--- src/rtl/jpc_pkg.sv ---
package jpc_pkg;
    typedef enum logic [1:0] {
        PC_CLEAR = 2'd0,
        PC_LOAD  = 2'd1,
        PC_STEP  = 2'd2
    } pc_act_e;
endpackage

--- src/rtl/jpc_cond.sv ---
// Branch condition: one lane per jump-field bit, each paired with its flag test.
module jpc_cond #(
    parameter int INSTR_W   = 16,
    parameter int CTYPE_BIT = 15,
    parameter int JF_LSB    = 0
) (
    input  logic [INSTR_W-1:0] instr,
    input  logic               zr,
    input  logic               ng,
    output logic               take
);
    localparam int JF_W = 3;

    logic [JF_W-1:0] flag_ok;
    logic [JF_W-1:0] lane_hit;

    // lane 0: strictly positive, lane 1: zero, lane 2: negative
    assign flag_ok = {ng, zr, ~(zr | ng)};

    for (genvar g = 0; g < JF_W; g++) begin : g_lane
        assign lane_hit[g] = instr[JF_LSB + g] & flag_ok[g];
    end

    assign take = instr[CTYPE_BIT] & (|lane_hit);
endmodule

--- src/rtl/jpc_ctrl.sv ---
// Chooses the update action for this cycle: CLEAR > LOAD > STEP.
module jpc_ctrl
    import jpc_pkg::*;
(
    input  logic    rst,
    input  logic    take,
    output pc_act_e act,
    output logic    jump
);
    always_comb begin
        if (rst) begin
            act = PC_CLEAR;
        end else if (take) begin
            act = PC_LOAD;
        end else begin
            act = PC_STEP;
        end
    end

    always_comb begin
        unique case (act)
            PC_LOAD:  jump = 1'b1;
            PC_CLEAR: jump = 1'b0;
            PC_STEP:  jump = 1'b0;
            default:  jump = 1'b0;
        endcase
    end
endmodule

--- src/rtl/jpc_reg.sv ---
// Program counter register, updated according to the chosen action.
module jpc_reg
    import jpc_pkg::*;
#(
    parameter int PC_W = 16
) (
    input  logic            clk,
    input  pc_act_e         act,
    input  logic [PC_W-1:0] target,
    output logic [PC_W-1:0] pc
);
    localparam logic [PC_W-1:0] PC_ONE  = PC_W'(1);
    localparam logic [PC_W-1:0] PC_ZERO = '0;

    logic [PC_W-1:0] pc_q;

    always_ff @(posedge clk) begin
        unique case (act)
            PC_CLEAR: pc_q <= PC_ZERO;
            PC_LOAD:  pc_q <= target;
            PC_STEP:  pc_q <= pc_q + PC_ONE;
            default:  pc_q <= PC_ZERO;
        endcase
    end

    assign pc = pc_q;
endmodule

--- src/rtl/jump_pc.sv ---
module jump_pc
    import jpc_pkg::*;
#(
    parameter int PC_W      = 16,
    parameter int INSTR_W   = 16,
    parameter int CTYPE_BIT = INSTR_W - 1,
    parameter int JF_LSB    = 0
) (
    input  logic               clk,
    input  logic               rst,
    input  logic [INSTR_W-1:0] instr,
    input  logic               zr,
    input  logic               ng,
    input  logic [PC_W-1:0]    areg,
    output logic [PC_W-1:0]    pc,
    output logic               jump
);
    logic    take;
    pc_act_e act;

    jpc_cond #(
        .INSTR_W  (INSTR_W),
        .CTYPE_BIT(CTYPE_BIT),
        .JF_LSB   (JF_LSB)
    ) u_cond (
        .instr(instr),
        .zr   (zr),
        .ng   (ng),
        .take (take)
    );

    jpc_ctrl u_ctrl (
        .rst (rst),
        .take(take),
        .act (act),
        .jump(jump)
    );

    jpc_reg #(
        .PC_W(PC_W)
    ) u_reg (
        .clk   (clk),
        .act   (act),
        .target(areg),
        .pc    (pc)
    );
endmodule

--- config.mk ---
export PLATFORM = sky130hd
export DESIGN_NAME = jump_pc
export DESIGN_NICKNAME = d
export VERILOG_FILES = /design/src/rtl/jpc_pkg.sv /design/src/rtl/jpc_cond.sv /design/src/rtl/jpc_ctrl.sv /design/src/rtl/jpc_reg.sv /design/src/rtl/jump_pc.sv
export SDC_FILE = /design/constraint.sdc
export NUM_CORES = 1
export LEC_CHECK = 0
export BUFFER_PORTS_ARGS = -buffer_cell sky130_fd_sc_hd__buf_2
export CAP_MARGIN = 25
export CORE_ASPECT_RATIO = 1.5
export CORE_UTILIZATION = 25
export CTS_BUF_LIST = sky130_fd_sc_hd__clkbuf_8
export DETAILED_ROUTE_END_ITERATION = 10
export GPL_TIMING_DRIVEN = 1
export PLACE_DENSITY = 0.61
export SLEW_MARGIN = 30
export SYNTH_ARGS = -nofsm -noshare
export SYNTH_HDL_FRONTEND = slang
export SYNTH_SLANG_ARGS = --single-unit
--- constraint.sdc ---
create_clock -name clk -period 2.7 [get_ports clk]
set_input_delay 0 -clock clk [delete_from_list [all_inputs] [get_ports clk]]
set_output_delay 0 -clock clk [all_outputs]
set_load 0.1 [all_outputs]
==> run summary <==
Clock-pin transition on the worst setup and hold timing paths = 60 ps
Min Tclk post-route = 1560 ps
Number of fillers in the final layout = 362
Clock power share = 0.283
Synthesized instance count = 97
ANT nets after route = 0
Lkg Pwr = 0.461 nW
VDD IR-drop max = 0.000361 V
Global-route layer with the greatest usage = met2
Register Area = 320 um^2
Clock Root Buffer = clkbuf_8
FF-to-FF path depth = 5
Main combinational cell family by area after synthesis = simple AND/OR/NAND/NOR gates
First-pass detailed-route iteration total = 4
Die boundary height = 74.4 um
RSZ-0062 raised after global routing = no
Max Root-Sink Buffers = 2
Pwr/cell area = 646 nW/um^2
Die width = 50.3 um
Grt met1 use = 0.153
Achievable Freq = 641 MHz
CP Launch Type = flop
Mean Syn Cell Area = 9.00 um^2
Yosys warnings = 0
Crit-path max FO = 4
Sw power = 0.317 mW
Core box area = 3250 um^2
Non-filler cells, final = 178
Clk_lat worst skew = 250 ps
Commonest non-fill, non-tap cells in the layout = buf_2, nor2_1, dfxtp_1
Worst hold path type = primary input to flop
Yosys cell types = 22
Mux contribution to synthesized area = 0.0115
Max FFs per register = 16
Post-synthesis simple-gate area fraction = 0.269
Die area = 3740 um^2
Setup TNS = 0 ps
Mapped Area = 873 um^2
Yosys top cell area share = 0.367
Final Total Pwr = 0.761 mW
WL/cell = 11.9 um
Pin count of the biggest net entering global routing = 22
Critical path endpoint category = flop
Post-synthesis compound-gate area fraction = 0.168
IO Port Bufs = 40
Combinational power share = 0.341
Leading post-synthesis cells by cell area = dfxtp_1, xnor2_1, a211oi_1, nor2_1, a211oi_2
Multi-input gate area = 531 um^2
Syn_nets = 134
Switching share of power = 0.417
Post-synthesis xor/xnor area fraction = 0.140
Part of the cycle the worst path needs = 0.577
Max_cap viols = 0
Layout Skew = 1.18 ps
Effective utilization at floorplan = 0.268
Global Route met3 Usage = 0.0245
Crit path DAT = 1740 ps
Endpoints failing setup = 0
H-tree levels = 1
Number of synthesized register bits = 16
Post-synthesis adder-cell area fraction = 0.0143
Routability cong. = 0.704
Max Slew Vio Count = 0
Via density = 4.75
Sequential share of power = 0.376
Worst hold slack = 31.3 ps
Share of layout cells above drive strength 1 = 0.406
Internal = 0.443 mW
Total grt overflow = 0
Syn-to-layout area delta = 34.8%
DRT Wirelength = 2130 um
CTS tree = yes
Slew at the pin closest to its max-slew limit = 845 ps
Design area = 1180 um^2
Number of I/O pins = 53
CP Class = flop to flop
CTS Sinks = 16
# rows = 25
TritonCTS Buffers = 3
Cell count after placement = 173
Largest area contributor in the netlist = dfxtp_1
Final Hold Viols = 0
Seq/Total Area, Yosys = 0.367
DP Area = 1110 um^2
M2 GR Usage = 0.218
Worst hold path depth = 3
Fin nets = 176
Via count = 846
Req. time, crit path = 2880 ps
First-pass GRT wire length = 3710 um
Most common cell after layout, fill and taps aside = buf_2
Ant. Diodes = 0
Post-CTS resize count = 0
Vias in the first global route = 857
Relative slew slack = 0.437
Total GRT Usage = 0.128
Final routed DRC violation total = 0
Placed wire-length estimate = 1610 um
Status = complete, no violations
Detailed router's first-iteration violation count = 12
Initial antenna violation count = 0
==> cell usage after synthesis (all sizes together) <==
library cell  number
buf                4
dfxtp             16
a211oi            15
nand4              3
ha                 1
a22o               1
inv                1
clkbuf             1
nor3               3
nor2              21
nand3              6
nand2              4
mux2i              1
nor4               4
o21ai              1
nor3b              1
xor2               2
xnor2             12
==> path summary, 6_finish.rpt <==
path | start | endpoint | slack, ps
max | u_reg.pc[0] | u_reg.pc[12] | 1140
min | areg[10] | u_reg.pc[10] | 30
max reg2reg | u_reg.pc[0] | u_reg.pc[12] | 1140
min reg2reg | u_reg.pc[0] | u_reg.pc[0] | 550
==> logic make-up (layout without fill, tap and decap cells) <==
| kind of cell | count (synthesis) | in the layout |
|---|---|---|
| flops | 16 | 16 |
| mux | 1 | 1 |
| xor+xnor | 14 | 14 |
| buf+inv | 6 | 47 |
| fa+ha+maj | 1 | 1 |
| simple gates | 42 | 42 |
| compound gates | 17 | 17 |
==> through the flow <==
| stage | setup WS, ps | util |
|---|---|---|
| 6_report | 1140 | 0.362 |
| 5_1_grt | 962 | 0.362 |
| 3_5_place_dp | 1000 | 0.342 |
| 4_1_cts | 1110 | 0.362 |
| 3_3_place_gp | 1050 | 0.342 |
| 2_1_floorplan | 478 | - |
==> timing repair <==
item                       CTS  global route
setup buffers                0             0
setup endpoints to repair    0             0
hold buffers                 1             0
hold endpoints to repair     1             0
==> worst max-delay path, cell delays in order, from the launching register on <==
cell and delay, ps:
dfxtp_1 410, ha_1 260, nand2_1 160, nor4_2 320
xnor2_1 120, a211oi_2 210
==> cell type report <==
type | instances | share of cell area
multi-input cells | 75 | 0.451
flip-flops and latches | 16 | 0.272
repair buffers | 42 | 0.185
clock buffers | 4 | 0.0468
well taps | 40 | 0.0425
inverters | 1 | 0.00319
==> routing by layer <==
layer,vias to the layer above,part of all wire
li1,427,-
met1,381,0.44
met2,34,0.49
met3,4,0.059
met4,0,0.013
met5,-,0
==> power groups by stage <==
stage               sequential [mW]  clock (mW)  combinational (mW)
global route                  0.290       0.229               0.273
global placement              0.290           0               0.256
detailed placement            0.292           0               0.259
finish                        0.286       0.215               0.259
floorplan                     0.437           0              0.0620
CTS                           0.287       0.220               0.261
No activity file was read; power rests on OpenSTA's default activity.
